File: config.mk
export PLATFORM = sky130hd
export DESIGN_NAME = tmr_bus_regs
export DESIGN_NICKNAME = d
export VERILOG_FILES = /design/src/rtl/tmr_regs_pkg.sv /design/src/rtl/tmr_cmd_decode.sv /design/src/rtl/tmr_chan_regs.sv /design/src/rtl/tmr_bus_regs.sv
export SDC_FILE = /design/constraint.sdc
export NUM_CORES = 1
export LEC_CHECK = 0
export BUFFER_PORTS_ARGS = -buffer_cell sky130_fd_sc_hd__buf_2
export CAP_MARGIN = 40
export CORE_AREA = 4 4 143 145
export DETAILED_ROUTE_END_ITERATION = 12
export DIE_AREA = 0 0 147 149
export GPL_TIMING_DRIVEN = 0
export PLACE_DENSITY = 0.65
export SYNTH_ARGS = -nofsm -noshare
export SYNTH_HDL_FRONTEND = slang
export SYNTH_SLANG_ARGS = --single-unit
export TNS_END_PERCENT = 100
File: constraint.sdc
create_clock -name clk -period 2.7 [get_ports clk]
set_input_delay 0 -clock clk [delete_from_list [all_inputs] [get_ports clk]]
set_output_delay 0 -clock clk [all_outputs]
set_load 0.1 [all_outputs]
File: src/rtl/tmr_regs_pkg.sv
// Shared constants, types and helpers for the timer bus register interface.
package tmr_regs_pkg;
    localparam int NUM_CH  = 3;
    localparam int CNT_W   = 16;
    localparam int BYTE_W  = 8;
    localparam int MODE_W  = 3;
    localparam logic [1:0] CTL_ADDR = 2'd3;

    // Byte access style; ACC_NONE doubles as "no snapshot pending".
    typedef enum logic [1:0] {
        ACC_NONE = 2'd0,
        ACC_LO   = 2'd1,
        ACC_HI   = 2'd2,
        ACC_WORD = 2'd3
    } acc_e;

    // Map the two aliased mode codes (6, 7) onto 2 and 3.
    function automatic logic [MODE_W-1:0] fold_mode(input logic [MODE_W-1:0] m);
        return (m[2] && m[1]) ? {1'b0, m[1:0]} : m;
    endfunction
endpackage

File: src/rtl/tmr_cmd_decode.sv
// Decodes one bus write into per-channel requests.
// Assumes at most one write per cycle; reads are handled elsewhere.
module tmr_cmd_decode
    import tmr_regs_pkg::*;
#(
    parameter int N_CH = NUM_CH
) (
    input  logic [1:0]        addr,
    input  logic              wr_en,
    input  logic [BYTE_W-1:0] wdata,
    output logic [N_CH-1:0]   data_wr,
    output logic [N_CH-1:0]   cfg_wr,
    output logic [N_CH-1:0]   cnt_lat_req,
    output logic [N_CH-1:0]   st_lat_req
);
    logic       is_ctl;
    logic       is_rb;
    logic [1:0] sel;
    logic       acc_zero;

    // Fields shared by all channels.
    always_comb begin
        is_ctl   = wr_en && (addr == CTL_ADDR);
        sel      = wdata[7:6];
        is_rb    = (sel == 2'd3);
        acc_zero = (wdata[5:4] == 2'b00);
    end

    for (genvar i = 0; i < N_CH; i++) begin : g_ch
        logic hit;
        logic rb_pick;
        // Per-channel request decode.
        always_comb begin
            hit            = is_ctl && !is_rb && (sel == 2'(i));
            rb_pick        = is_ctl && is_rb && wdata[i+1];
            data_wr[i]     = wr_en && (addr == 2'(i));
            cfg_wr[i]      = hit && !acc_zero;
            cnt_lat_req[i] = (hit && acc_zero) || (rb_pick && !wdata[5]);
            st_lat_req[i]  = rb_pick && !wdata[4];
        end
    end
endmodule

File: src/rtl/tmr_chan_regs.sv
// Register state of one timer channel: configuration, byte pointers,
// count snapshot and status snapshot. Produces the byte a read would
// return and a one-cycle load strobe with the assembled count.
// Assumes requests arrive from one bus access per cycle.
module tmr_chan_regs
    import tmr_regs_pkg::*;
(
    input  logic              clk,
    input  logic              rst_n,
    input  logic              data_wr,
    input  logic              cfg_wr,
    input  logic              cnt_lat_req,
    input  logic              st_lat_req,
    input  logic              rd_stb,
    input  logic [BYTE_W-1:0] wdata,
    input  logic [CNT_W-1:0]  live_cnt,
    input  logic              live_out,
    output logic [BYTE_W-1:0] rbyte,
    output logic              ld_stb,
    output logic [CNT_W-1:0]  ld_cnt,
    output logic [MODE_W-1:0] mode,
    output logic              bcd
);
    acc_e              acc_q;
    acc_e              clat_st_q;
    logic [MODE_W-1:0] mode_q;
    logic              bcd_q;
    logic              wr_hi_q;
    logic              rd_hi_q;
    logic [BYTE_W-1:0] wlat_q;
    logic [CNT_W-1:0]  clat_q;
    logic              st_vld_q;
    logic [BYTE_W-1:0] st_q;
    logic              ld_stb_q;
    logic [CNT_W-1:0]  ld_cnt_q;

    // Select the byte the next read of this channel returns.
    always_comb begin
        if (st_vld_q) begin
            rbyte = st_q;
        end else if (clat_st_q == ACC_HI) begin
            rbyte = clat_q[15:8];
        end else if (clat_st_q != ACC_NONE) begin
            rbyte = clat_q[7:0];
        end else if (acc_q == ACC_HI || (acc_q == ACC_WORD && rd_hi_q)) begin
            rbyte = live_cnt[15:8];
        end else begin
            rbyte = live_cnt[7:0];
        end
    end

    // Configuration, write sequencing, latches and read sequencing.
    always_ff @(posedge clk) begin
        if (!rst_n) begin
            acc_q     <= ACC_WORD;
            mode_q    <= '0;
            bcd_q     <= 1'b0;
            wr_hi_q   <= 1'b0;
            rd_hi_q   <= 1'b0;
            wlat_q    <= '0;
            clat_q    <= '0;
            clat_st_q <= ACC_NONE;
            st_vld_q  <= 1'b0;
            st_q      <= '0;
            ld_stb_q  <= 1'b0;
            ld_cnt_q  <= '0;
        end else begin
            ld_stb_q <= 1'b0;
            if (cfg_wr) begin
                acc_q   <= acc_e'(wdata[5:4]);
                mode_q  <= fold_mode(wdata[3:1]);
                bcd_q   <= wdata[0];
                wr_hi_q <= 1'b0;
                rd_hi_q <= 1'b0;
            end
            if (data_wr) begin
                unique case (acc_q)
                    ACC_LO: begin
                        ld_stb_q <= 1'b1;
                        ld_cnt_q <= {8'h00, wdata};
                    end
                    ACC_HI: begin
                        ld_stb_q <= 1'b1;
                        ld_cnt_q <= {wdata, 8'h00};
                    end
                    default: begin
                        if (wr_hi_q) begin
                            ld_stb_q <= 1'b1;
                            ld_cnt_q <= {wdata, wlat_q};
                            wr_hi_q  <= 1'b0;
                        end else begin
                            wlat_q   <= wdata;
                            wr_hi_q  <= 1'b1;
                        end
                    end
                endcase
            end
            if (cnt_lat_req && clat_st_q == ACC_NONE) begin
                clat_q    <= live_cnt;
                clat_st_q <= acc_q;
            end
            if (st_lat_req && !st_vld_q) begin
                st_q     <= {live_out, 1'b0, acc_q, mode_q, bcd_q};
                st_vld_q <= 1'b1;
            end
            if (rd_stb) begin
                if (st_vld_q) begin
                    st_vld_q <= 1'b0;
                end else if (clat_st_q == ACC_WORD) begin
                    clat_st_q <= ACC_HI;
                end else if (clat_st_q != ACC_NONE) begin
                    clat_st_q <= ACC_NONE;
                end else if (acc_q == ACC_WORD) begin
                    rd_hi_q <= !rd_hi_q;
                end
            end
        end
    end

    assign ld_stb = ld_stb_q;
    assign ld_cnt = ld_cnt_q;
    assign mode   = mode_q;
    assign bcd    = bcd_q;
endmodule

File: src/rtl/tmr_bus_regs.sv
// Top of the timer bus register interface: decodes bus writes, holds
// one register set per channel and muxes read data by address.
// Assumes wr_en and rd_en are never high in the same cycle.
module tmr_bus_regs
    import tmr_regs_pkg::*;
(
    input  logic                     clk,
    input  logic                     rst_n,
    input  logic [1:0]               addr,
    input  logic                     wr_en,
    input  logic [BYTE_W-1:0]        wdata,
    input  logic                     rd_en,
    output logic [BYTE_W-1:0]        rdata,
    input  logic [NUM_CH*CNT_W-1:0]  ch_count_i,
    input  logic [NUM_CH-1:0]        ch_out_i,
    output logic [NUM_CH-1:0]        ld_stb,
    output logic [NUM_CH*CNT_W-1:0]  ld_cnt,
    output logic [NUM_CH*MODE_W-1:0] ch_mode,
    output logic [NUM_CH-1:0]        ch_bcd
);
    logic [NUM_CH-1:0] data_wr;
    logic [NUM_CH-1:0] cfg_wr;
    logic [NUM_CH-1:0] cnt_lat_req;
    logic [NUM_CH-1:0] st_lat_req;
    logic [NUM_CH-1:0] rd_stb;
    logic [BYTE_W-1:0] rbyte_a [NUM_CH];

    tmr_cmd_decode #(.N_CH(NUM_CH)) u_dec (
        .addr        (addr),
        .wr_en       (wr_en),
        .wdata       (wdata),
        .data_wr     (data_wr),
        .cfg_wr      (cfg_wr),
        .cnt_lat_req (cnt_lat_req),
        .st_lat_req  (st_lat_req)
    );

    for (genvar i = 0; i < NUM_CH; i++) begin : g_ch
        assign rd_stb[i] = rd_en && (addr == 2'(i));
        tmr_chan_regs u_chan (
            .clk         (clk),
            .rst_n       (rst_n),
            .data_wr     (data_wr[i]),
            .cfg_wr      (cfg_wr[i]),
            .cnt_lat_req (cnt_lat_req[i]),
            .st_lat_req  (st_lat_req[i]),
            .rd_stb      (rd_stb[i]),
            .wdata       (wdata),
            .live_cnt    (ch_count_i[i*CNT_W +: CNT_W]),
            .live_out    (ch_out_i[i]),
            .rbyte       (rbyte_a[i]),
            .ld_stb      (ld_stb[i]),
            .ld_cnt      (ld_cnt[i*CNT_W +: CNT_W]),
            .mode        (ch_mode[i*MODE_W +: MODE_W]),
            .bcd         (ch_bcd[i])
        );
    end

    // Read data mux; the control address reads as zero.
    always_comb begin
        rdata = '0;
        for (int i = 0; i < NUM_CH; i++) begin
            if (addr == 2'(i)) rdata = rbyte_a[i];
        end
    end
endmodule

=== Word level (Yosys, flattened, before mapping) ===
Index checks and enable logic that the tools add are counted.

* Muxes and demuxes: 82
* Eq/ne operators: 21
* Reductions and logical operators: 77
* Bitwise logic cells: 6

{| class="wikitable"
|+ Operators with widths
! operator !! number
|-
| two-way mux 8 bit || 15
|-
| one-hot mux 16 bit (2 select lines) || 3
|-
| two-way mux 16 bit || 3
|-
| two-way mux 1 bit || 45
|-
| logical AND 1 bit || 37
|-
| equality test 2 bit, second input constant || 16
|-
| two-way mux 2 bit || 15
|-
| logical NOT 2 bit || 6
|-
| AND reduction 2 bit || 6
|-
| equality test 2 x 1 -> 1 bit, second input constant || 5
|-
| logical NOT 1 bit || 10
|-
| AND reduction 3 bit || 3
|-
| nonzero test 3 bit || 3
|-
| logical OR 1 bit || 6
|-
| NOT 1 bit || 6
|-
| nonzero test 2 bit || 3
|-
| OR reduction 2 bit || 3
|-
| two-way mux 3 bit || 1
|}

* Register bits: 177
* Word-level logic and storage cells: 222
* Input bits: 65

=== Logic depth before layout (Yosys ltp) ===
Gate-level depths: netlist of the first run.

* Depth after elaboration: 12
* Depth in mapped cells: 9
* Mapped depth without buffers: 6

=== Modules after synthesis ===
From an unflattened synthesis of the first run, not the netlist that was laid out.

* Cell total of the unflattened synthesis: 1020
* Area total of the unflattened synthesis: 8391.8 um^2

{| class="wikitable"
|+ By module, submodules not included
! module !! times used !! area each (um^2) !! cells each
|-
| tmr_chan_regs at g_ch[1].u_chan ... || 2 || 2678.8 || 324
|-
| tmr_chan_regs at g_ch[0].u_chan || 1 || 2672.6 || 324
|-
| tmr_bus_regs || 1 || 200.2 || 23
|-
| tmr_cmd_decode || 1 || 161.4 || 25
|}

=== Worst setup path before layout of the first run ===
No wires, ideal clock.

* Kind: register -> output
* Start: register g_ch[1].u_chan.acc_q[0]
* End: output rdata[6]
* Path buffers: 0
* Slack: 0.337 ns
* Arrival time: 2.363 ns
* Stages on the path, launching flop included: 7
* Cells stage by stage: dfxtp_1 inv_1 ha_1 a21oi_4 mux2_2 o211ai_1 nand4_1

* Longest elaborated chain between the ends: 9
* Elaborated cells between the ends (all ways): 10

{| class="wikitable"
|+ RTL lines
! item !! line !! text
|-
| from (decl) || tmr_chan_regs.sv:24 || <nowiki>acc_e acc_q;</nowiki>
|-
| from (signal assigned) || tmr_chan_regs.sv:70 || <nowiki>acc_q <= acc_e'(wdata[5:4]);</nowiki>
|-
| equality test 2 bit || tmr_chan_regs.sv:45 || <nowiki>end else if (acc_q == ACC_HI || (acc_q == ACC_WORD && rd_hi_q)) begin</nowiki>
|-
| logical AND 1 bit || tmr_chan_regs.sv:45 ||
|-
| logical OR 1 bit * || tmr_chan_regs.sv:45 ||
|-
| two-way mux 8 bit * || tmr_chan_regs.sv:45 ||
|-
| two-way mux 8 bit * || tmr_chan_regs.sv:43 || <nowiki>end else if (clat_st_q != ACC_NONE) begin</nowiki>
|-
| two-way mux 8 bit * || tmr_chan_regs.sv:41 || <nowiki>end else if (clat_st_q == ACC_HI) begin</nowiki>
|-
| two-way mux 8 bit * || tmr_chan_regs.sv:39 || <nowiki>if (st_vld_q) begin</nowiki>
|-
| two-way mux 8 bit * (2 in series) || tmr_bus_regs.sv:63 || <nowiki>if (addr == 2'(i)) rdata = rbyte_a[i];</nowiki>
|-
| to (decl) || tmr_bus_regs.sv:13 || <nowiki>output logic [BYTE_W-1:0] rdata,</nowiki>
|}

Mark *: on every way between the ends. The rest lies on a longest branch, timed or not.

=== Worst setup path after layout of the first run ===
* Start: register g_ch[0].u_chan.acc_q[1]
* End: output rdata[6]

* Longest elaborated chain between the ends: 10
* Elaborated cells between the ends (all ways): 11

{| class="wikitable"
|+ RTL lines
! item !! line
|-
| from (decl) || tmr_chan_regs.sv:24
|-
| from (signal assigned) || tmr_chan_regs.sv:70
|-
| equality test 2 bit || tmr_chan_regs.sv:45
|-
| logical AND 1 bit || tmr_chan_regs.sv:45
|-
| logical OR 1 bit * || tmr_chan_regs.sv:45
|-
| two-way mux 8 bit * || tmr_chan_regs.sv:45
|-
| two-way mux 8 bit * || tmr_chan_regs.sv:43
|-
| two-way mux 8 bit * || tmr_chan_regs.sv:41
|-
| two-way mux 8 bit * || tmr_chan_regs.sv:39
|-
| two-way mux 8 bit * (3 in series) || tmr_bus_regs.sv:63
|}

Marked as above.

==> impl.org, run 1 <==
** Clock tree
- The longest clock path from root to sink contains 2 buffers.
- At the later pin of the worst-skew pair, clock insertion delay measures 0.44 ns.
- TritonCTS built the clock tree.
- Counting every sink on the clock net gives 177.
- Max H-tree Level :: 4
- Clock root buffer master :: clkbuf_16
- TritonCTS created 17 clock buffers.
- Clock-pin slew of the registers on the worst-case setup and hold paths :: 0.08 ns

** Timing
- Min Hold Slack :: 0.0589 ns
- Number of setup violations in the final report :: 0
- Setup repair after global routing could not meet its margin everywhere.
- Final setup skew :: 0.0114 ns
- For the pin with the worst max-slew slack, the measured transition is 0.819 ns.
- After layout, the worst path uses 98.2% of the clock period.
- Final hold violations :: 0
- Setup Total Neg Slack :: 0 ns
- Max transition margin :: 45.4%
- Derived from the worst setup path, the maximum achievable clock frequency is 377 MHz.
- Across all setup checks in the final design, the least slack found is 0.0497 ns.
- Shortest period the worst path allows :: 2.65 ns
- Number of slew-limit violations in the final report :: 0

** Floorplan
- From left edge to right edge, the die measures 147 microns.
- # rows :: 51
- The die is 149 microns tall.
- Initial Utilization :: 44.3%
- Die area :: 0.0219 sq mm
- Area inside the core boundary :: 0.0192 sq mm
- Boundary Pins :: 136

** Critical path
- Worst r2r path cells :: 8
- STA classifies the critical path startpoint as a flip-flop.
- The worst setup path is captured at a primary output.
- Category of the most critical setup path :: reg -> out
- Along the worst path, the maximum fanout reaches 8.
- Req. time, crit path :: 2.70 ns
- Data arrives at the worst endpoint at 2.65 ns.

** Layout
- After routing the design area is 0.0108 sq mm.
- Area delta synth->final :: 27.2%
- For this run, the number of standard cells in the final layout without fillers is 1,483.
- Fill cells in the final layout number 1,779.
- Cells fill 56.3% of the core in the end.
- After the last flow step, the layout net total stands at 1,280.
- 0 antenna diodes ended up in the layout.
- Share of layout cells above drive strength 1 :: 19.8%

** Route
- Once detail routing completed, the nets flagged for antenna violations numbered 0.
- The routed layout has 8,080 vias.
- The first routing iteration left 647 violations.
- Routed wire per std cell :: 18.3 microns
- After detailed routing, the number of vias per cell comes to 5.45.
- Total iterations of the first detailed-routing run :: 5
- The final layout contains routed wiring with a total length of 27.2 mm.
- Post-detailed-route DRC marker count :: 0

** Min path
- Hold crit path type :: in -> reg
- The worst hold path passes through 4 cells.

** Place
- Prior to clock tree synthesis, the placed netlist has a worst setup slack of -0.131 ns.
- Placed cell areas :: 0.00948 sq mm
- Detailed placement finished with a half-perimeter wire length of 19.1 mm.
- Once placement completed, the tool counted placed cells totaling 1,393.
- Input and output buffers added on the ports amount to 129.
- At the end of routability-driven placement, the weighted congestion stood at 0.878.

** Synthesis
- Leading cell types by total area after synthesis :: dfxtp_1 (42%), mux2i_1 (12%), nand2_1 (6.7%), nor2_1 (5.2%), a21oi_1 (4.1%)
- In this run the cell area of the synthesized design comes to 0.00850 sq mm.
- Synthesis warning total :: 0
- Synth Register Bits :: 177
- Number of enable-type register cells in the synthesized netlist :: 0
- Number of nets in the synthesized netlist :: 1,073
- In the synthesized netlist the dominant register cell turns out to be dfxtp_1.
- Of all cell types, the one taking the most synthesized area is dfxtp_1.
- Share of synthesized area occupied by flip-flops and latches :: 41.7%
- The netlist uses 61 different library cells.
- Mean instance size in the synthesized netlist :: 8.51 sq um
- Synthesis handed over a netlist of 999 instances.
- Most common library cells after synthesis :: dfxtp_1 (177), nand2_1 (151), nor2_1 (117), mux2i_1 (103), a21oi_1 (69)
- The synthesized design devotes to its leading area cell type 41.7% of total area.
- Top-count cell post-synth :: dfxtp_1
- For this run, asynchronously set or reset flops after synthesis account for 0%.

** Power
- Total leakage power :: 4.16 nW
- Maximum ir drop on the vdd rail :: 0.402 mV
- Total chip power :: 6.07 mW
- Pwr/cell area :: 561 mW/mm^2

** GRT
- Initial antenna violation count :: 0
- The total overflow left after global routing is 0.
- Vias in the first global route :: 7,735
- GRT Total Usage :: 24.5%
- The first global-routing pass estimated 42.5 mm of wire.
- Maximum number of pins on one net before global-route repair :: 18

** Run status
- Status :: completed

** Flow run
- The tool flagged a number of max-cap violations equal to 0.
-- cells in the final DEF (no fill, tap or decap), types with 6 or more instances in the layout --
cell type,count
buf_2,141
nand3_1,29
o221ai_1,12
dfxtp_1,176
nand3b_1,33
buf_6,8
a311oi_1,16
o21ai_0,20
ha_1,9
nor3_1,27
buf_4,15
or2_2,7
a211oi_1,8
nor2_1,117
a21oi_1,68
mux2i_1,103
nand2b_1,12
inv_1,18
a221o_1,6
dlygate4sd3_1,56
clkbuf_1,50
clkbuf_16,17
nand2_1,151
nor2b_1,10
-- power breakdown --
group / total [mW] / leakage, nW / switching (mW) / internal, mW
registers: 2.67 / 1.43 / 0.0238 / 2.65
clock network: 2.56 / 0.284 / 1.16 / 1.39
logic: 0.844 / 2.45 / 0.564 / 0.281
total: 6.07 / 4.16 / 1.75 / 4.32
-- what timing repair did --
item | in CTS | in global routing
pin swaps | 0 | 1
hold endpoints to repair | 64 | 0
hold buffers | 56 | 0
resized for setup | 25 | 14
setup buffers | 3 | 0
endpoints found under the setup margin | 7 | 7
-- worst max-delay path: stages, from the launching register on --
cell      delay [ns]
dfxtp_1         0.47
ha_1            0.32
a21o_1          0.33
mux2_2          0.38
o221ai_1        0.26
nand4_1         0.13
buf_2           0.33
-- cell type report --
| type | instances | area, sq um | area share (%) |
|---|---|---|---|
| Multi-Input combinational cell | 711 | 4540 | 42.0 |
| Sequential cell | 177 | 3540 | 32.8 |
| Timing Repair Buffer | 188 | 1280 | 11.8 |
| Buffer | 92 | 458 | 4.23 |
| Clock buffer | 17 | 425 | 3.93 |
| Tap cell | 265 | 332 | 3.07 |
| Clock inverter | 14 | 168 | 1.55 |
| Inverter | 19 | 71.3 | 0.659 |
-- final timing paths --
path	startpoint	slack, ns	to
worst min register to register	g_ch[2].u_chan.ld_cnt[12]	0.45	g_ch[2].u_chan.ld_cnt[12]
worst max register to register	g_ch[2].u_chan.acc_q[0]	0.37	g_ch[2].u_chan.ld_cnt[7]
worst min-delay path	wdata[6]	0.06	g_ch[1].u_chan.wlat_q[6]
worst max-delay path	g_ch[0].u_chan.acc_q[1]	0.05	rdata[6]
-- state kept, by name (all words and copies together), names as in the netlist --
name,cells
g_ch.u_chan.mode,9
g_ch.u_chan.ld_stb,3
g_ch.u_chan.wlat_q,24
g_ch.u_chan.clat_st_q,6
g_ch.u_chan.bcd,3
g_ch.u_chan.st_vld_q,3
g_ch.u_chan.ld_cnt,48
g_ch.u_chan.st_q,21
g_ch.u_chan.wr_hi_q,3
g_ch.u_chan.acc_q,6
g_ch.u_chan.clat_q,48
g_ch.u_chan.rd_hi_q,3
-- routing by layer --
layer	GRT usage (%)	part of all wire (%)	wire length, microns	vias up
met5	0	0	0	-
met4	8.34	2.3	637	0
met3	4.41	5.7	1550	53
met2	39.5	47	12700	300
met1	33.3	45	12300	3815
li1	-	-	-	3912
-- cells by family (layout without fill, tap and decap cells) --
family / Yosys count / count (layout) / share of synthesized area [%]
AOI/OAI and AO/OA: 177 / 177 / 14.5
and+or+nand+nor: 420 / 420 / 23.9
DFF: 177 / 177 / 41.7
buffers and inverters: 111 / 330 / 6.21
muxes: 105 / 105 / 12.4
adders and majority gates: 9 / 9 / 1.32
Note: power is estimated with default switching activity, not from simulation.
==> run 2, diff against run 1 <==
- CORE_AREA: 4 4 143 145 -> 4 4 142 144
- DIE_AREA: 0 0 147 149 -> 0 0 146 148
- SYNTH_HIERARCHICAL: default -> 1
==> run 2 against run 1 <==
Compared with the run above:
- clock power is 3% lower
- setup slack better by 0.11 ns
- register-to-register slack better by 0.48 ns
- area after synthesis is 1.3% lower
- sequential share of layout area is 0.63 points higher
- core utilization is 0.45 points higher
- routed wire length is 7.8% lower
- clock skew is 0.0044 ns lower
- combinational power is 5.3% lower
- critical path type unchanged
- highest routed layer unchanged
==> impl.org, run 2 <==
** Synthesis
- Unique cell type count in the Yosys netlist :: 48 (-21%)
- Synthesis warning total :: 6 (+6)
- Main flop type after synthesis :: dfxtp_1
- The synthesized cell area was 0.00839 sq mm (-1.3%).
- Share of the synthesized area in the top cell type :: 42.2% (+0.54 points)
- The cell count after synthesis was 1,020 (+2.1%).
- Leading cell types by total area after synthesis :: dfxtp_1 (42%), nand2_1 (8.6%), a21oi_1 (7.2%), mux2i_1 (5.2%), nand3_1 (3.7%)
- Number of nets in the synthesized netlist :: 1,094 (+2.0%)
- The fraction of registers with async set or reset after synthesis is 0% (unchanged).
- Mean instance size in the synthesized netlist :: 8.23 sq um (-3.3%)
- Synth Register Bits :: 177 (unchanged)
- Cell taking the most area after synthesis :: dfxtp_1
- nand2_1 is the most common cell in the netlist.
- The number of enable flip-flop cells after synthesis is 0 (unchanged).
- Share of synthesized area occupied by flip-flops and latches :: 42.2% (+0.54 points)
- Most common library cells after synthesis :: nand2_1 (193), dfxtp_1 (177), a21oi_1 (120), nor2_1 (71), nand3_1 (62)

** Floorplan
- Boundary Pins :: 136 (unchanged)
- Die area :: 0.0216 sq mm (-1.3%)
- # rows :: 50 (-2.0%)
- Die width :: 146 microns (-0.68%)
- The placeable core region was 0.0187 sq mm (-2.6%).
- Die height :: 148 microns (-0.67%)
- The effective utilization at floorplan was 44.9% (+0.61 points).

** Critical path
- The worst setup path is launched from a flip-flop.
- Category of the most critical setup path :: reg -> out
- Slack of the worst reg-to-reg path :: 0.85 ns (+0.48 ns)
- CP peak stage delay :: 0.43 ns (-0.04 ns)
- The endpoint identified for the worst register-to-register timing path is g_ch[2].u_chan/wlat_q[0].
- Worst r2r path cells :: 7 (-1)
- Worst path slowest cell :: dfxtp_1
- Req. time, crit path :: 2.70 ns (about the same)
- Traced cell by cell, the critical path runs through inv_1 > ha_1 > a21o_1 > buf_4 > a2111oi_0 > a21oi_1 > o2bb2ai_2 > buf_4.
- The maximum net fanout on the critical path came to 8 (unchanged).
- Type of element capturing the critical path :: primary output
- Library cell appearing most often on the critical path :: buf_4
- The worst register-to-register path begins at g_ch[2].u_chan/acc_q[0].
- The arrival time at the worst endpoint came to 2.54 ns (-0.11 ns).

** Layout
- The count of inserted antenna diode cells is 0 (unchanged).
- The area growth from synthesis to layout is 26.5%.
- The fraction of final layout cells with drive strength greater than 1 was 19.3% (-0.48 points).
- Commonest non-fill, non-tap cell in the layout :: nand2_1
- Number of nets in the finished design :: 1,301 (+1.6%)
- The library cells used most frequently in the layout, excluding fill and tap cells, are nand2_1 (193), dfxtp_1 (175), buf_2 (149), a21oi_1 (117), nor2_1 (70).
- The utilization after layout is 56.8% (+0.45 points).

** Route
- The via count normalized by instance count was 5.43 (-0.28%).
- Total iterations of the first detailed-routing run :: 5 (unchanged)
- The total detailed-routing wirelength is 25.1 mm (-7.8%).
- The final routed DRC violation total is 0 (unchanged).
- Number of design-rule violations left by the first detailed-router iteration :: 518 (-20%)
- Routed wire per std cell :: 17.0 microns (-7.1%)
- The remaining number of nets flagged by the antenna check after routing was 0 (unchanged).
- The via count of the routed design is 7,998 (-1.0%).

** Timing
- Setup Total Neg Slack :: 0 ns (unchanged)
- The transition time at the pin with the least slew margin is 0.853 ns (+0.0340 ns).
- The final cycle utilization of the critical path is 93.9% (-4.2 points).
- Setup repair after global routing left no endpoint under its margin.
- The count of final setup violators was 0 (unchanged).
- Shortest period the worst path allows :: 2.54 ns (-0.114 ns)
- Max transition margin :: 43.0% (-2.4 points)
- Final hold violations :: 0 (unchanged)
- Number of slew-limit violations in the final report :: 0 (unchanged)
- The achievable clock frequency was 394 MHz (+4.5%).
- Final setup skew :: 0.00695 ns (-0.00441 ns)

** GRT
- Final global-route overflow total :: 0 (unchanged)
- The total routing resource utilization after global routing is 23.0% (-1.5 points).
- Global-route wire length before repair :: 40.5 mm (-4.6%)
- Vias in the first global route :: 7,658 (-1.0%)
- Maximum number of pins on one net before global-route repair :: 18 (unchanged)
- The initial antenna violation count is 0 (unchanged).

** Place
- The final weighted congestion of routability-driven global placement was 0.862 (-1.8%).
- Number of I/O port buffers :: 135 (+4.7%)
- The total half-perimeter wirelength after legalization and detailed placement was 17.4 mm (-8.8%).

** Clock tree
- Clock root buffer master :: clkbuf_16
- The maximum buffer depth of the clock tree came to 2 (unchanged).
- The number of clock buffers inserted by TritonCTS was 17 (unchanged).
- CTS tree :: yes
- The H-tree depth is 4 (unchanged).
- The clock insertion delay at the later pin of the skew report is 0.42 ns (-0.02 ns).
- The clock sink total was 177 (unchanged).
- The clock input transition at the sequential cells of the worst setup and hold paths was 0.06 ns (-0.02 ns).

** Min path
- Hold crit path type :: in -> reg
- The path with the worst hold slack has its endpoint at g_ch[1].u_chan/ld_cnt[15].
- The number of cells on the worst hold path is 3 (-1).
- The worst hold path begins at wdata[7].

** Run status
- Status :: completed

** Power
- Maximum ir drop on the vdd rail :: 0.446 mV (+11%)
- Pwr/cell area :: 561 mW/mm^2 (about the same)
- Total leakage power :: 4.18 nW (+0.59%)

** Flow run
- The max-cap violation count came to 0 (unchanged).
-- run 2: cell count changes after synthesis, moves of 27 or more --
cell | previous run | this run
a21oi_1 | 69 | 120
clkbuf_1 | 51 | 24
mux2i_1 | 103 | 44
nand2_1 | 151 | 193
nand3_1 | 29 | 62
nor2_1 | 117 | 71
-- run 2: worst max path at each step --
stage | slack (ns) | from | end | cells past startpoint
6_report | 0.16 | g_ch[2].u_chan/acc_q[0] | rdata[0] | 8
5_1_grt | 0.005 | g_ch[2].u_chan/acc_q[0] | rdata[0] | 8
4_1_cts | 0.02 | g_ch[0].u_chan/acc_q[0] | rdata[4] | 9
3_5_place_dp | 0.07 | g_ch[0].u_chan/acc_q[0] | rdata[7] | 8
3_3_place_gp | 0.08 | g_ch[0].u_chan/acc_q[0] | rdata[7] | 8
2_1_floorplan | 0.25 | g_ch[0].u_chan/acc_q[0] | rdata[6] | 8
-- run 2: final cells by class --
cell class | count | area (sq um)
inverters | 38 | 143
clock buffers | 20 | 447
multi-input cells | 727 | 4380
plain buffers | 78 | 427
fillers | 1779 | 8090
clock inverters | 10 | 136
repair buffers | 188 | 1240
flip-flops and latches | 177 | 3550
well taps | 234 | 293
-- run 2: routing by layer --
metal | vias to the layer above | GRT usage [%] | wire [microns]
li1 | 3974 | - | -
met1 | 3774 | 32.2 | 11900
met2 | 227 | 37.2 | 11600
met3 | 23 | 3.83 | 1320
met4 | 0 | 5.69 | 304
met5 | - | 0 | 0
-- run 2: worst max-delay path: cells and delay by family (launching register included) --
kind | cells | cell delay [ns]
buffers and inverters | 3 | 0.49
adders and majority gates | 1 | 0.29
DFF | 1 | 0.43
AOI/OAI and AO/OA | 4 | 0.92
-- run 2: cells by family (layout without fill, tap and decap cells) --
kind of cell / after synthesis / after routing / share of synthesized area, %
and+or+nand+nor: 447 / 447 / 26.0
AOI/OAI and AO/OA: 227 / 227 / 18.4
DFF: 177 / 177 / 42.2
buffers and inverters: 116 / 334 / 6.77
muxes: 44 / 44 / 5.25
adders and majority gates: 9 / 9 / 1.34
-- run 2: stage by stage --
| step | cell area [sq um] | power, mW | hold WS, ns | worst slack (ns) | instances |
|---|---|---|---|---|---|
| finish | 10600 | 5.96 | 0.0259 | 0.164 | 1472 |
| global route | 10600 | 6.18 | 0.0406 | 0.00535 | 1472 |
| CTS | 10600 | 6.01 | 0.00681 | 0.0159 | 1472 |
| detailed placement | 9410 | 3.45 | 0.250 | 0.0738 | 1389 |
| global placement | 9410 | 3.44 | 0.241 | 0.0808 | 1389 |
| floorplan | 8440 | 3.22 | 0.0986 | 0.250 | 1020 |
-- run 2: report_power, final --
part	switching, mW	total (mW)	internal, mW	leakage, nW
Sequential	0.0253	2.67	2.65	1.43
Combinational	0.528	0.799	0.271	2.48
Clock	1.02	2.49	1.47	0.278
-- run 2: timing repair --
item	4_1_cts	5_1_grt
resized for setup	15	14
endpoints found under the setup margin	8	8
hold endpoints to repair	62	0
pin swaps	1	0
hold buffers	53	0
buffers inserted	0	0
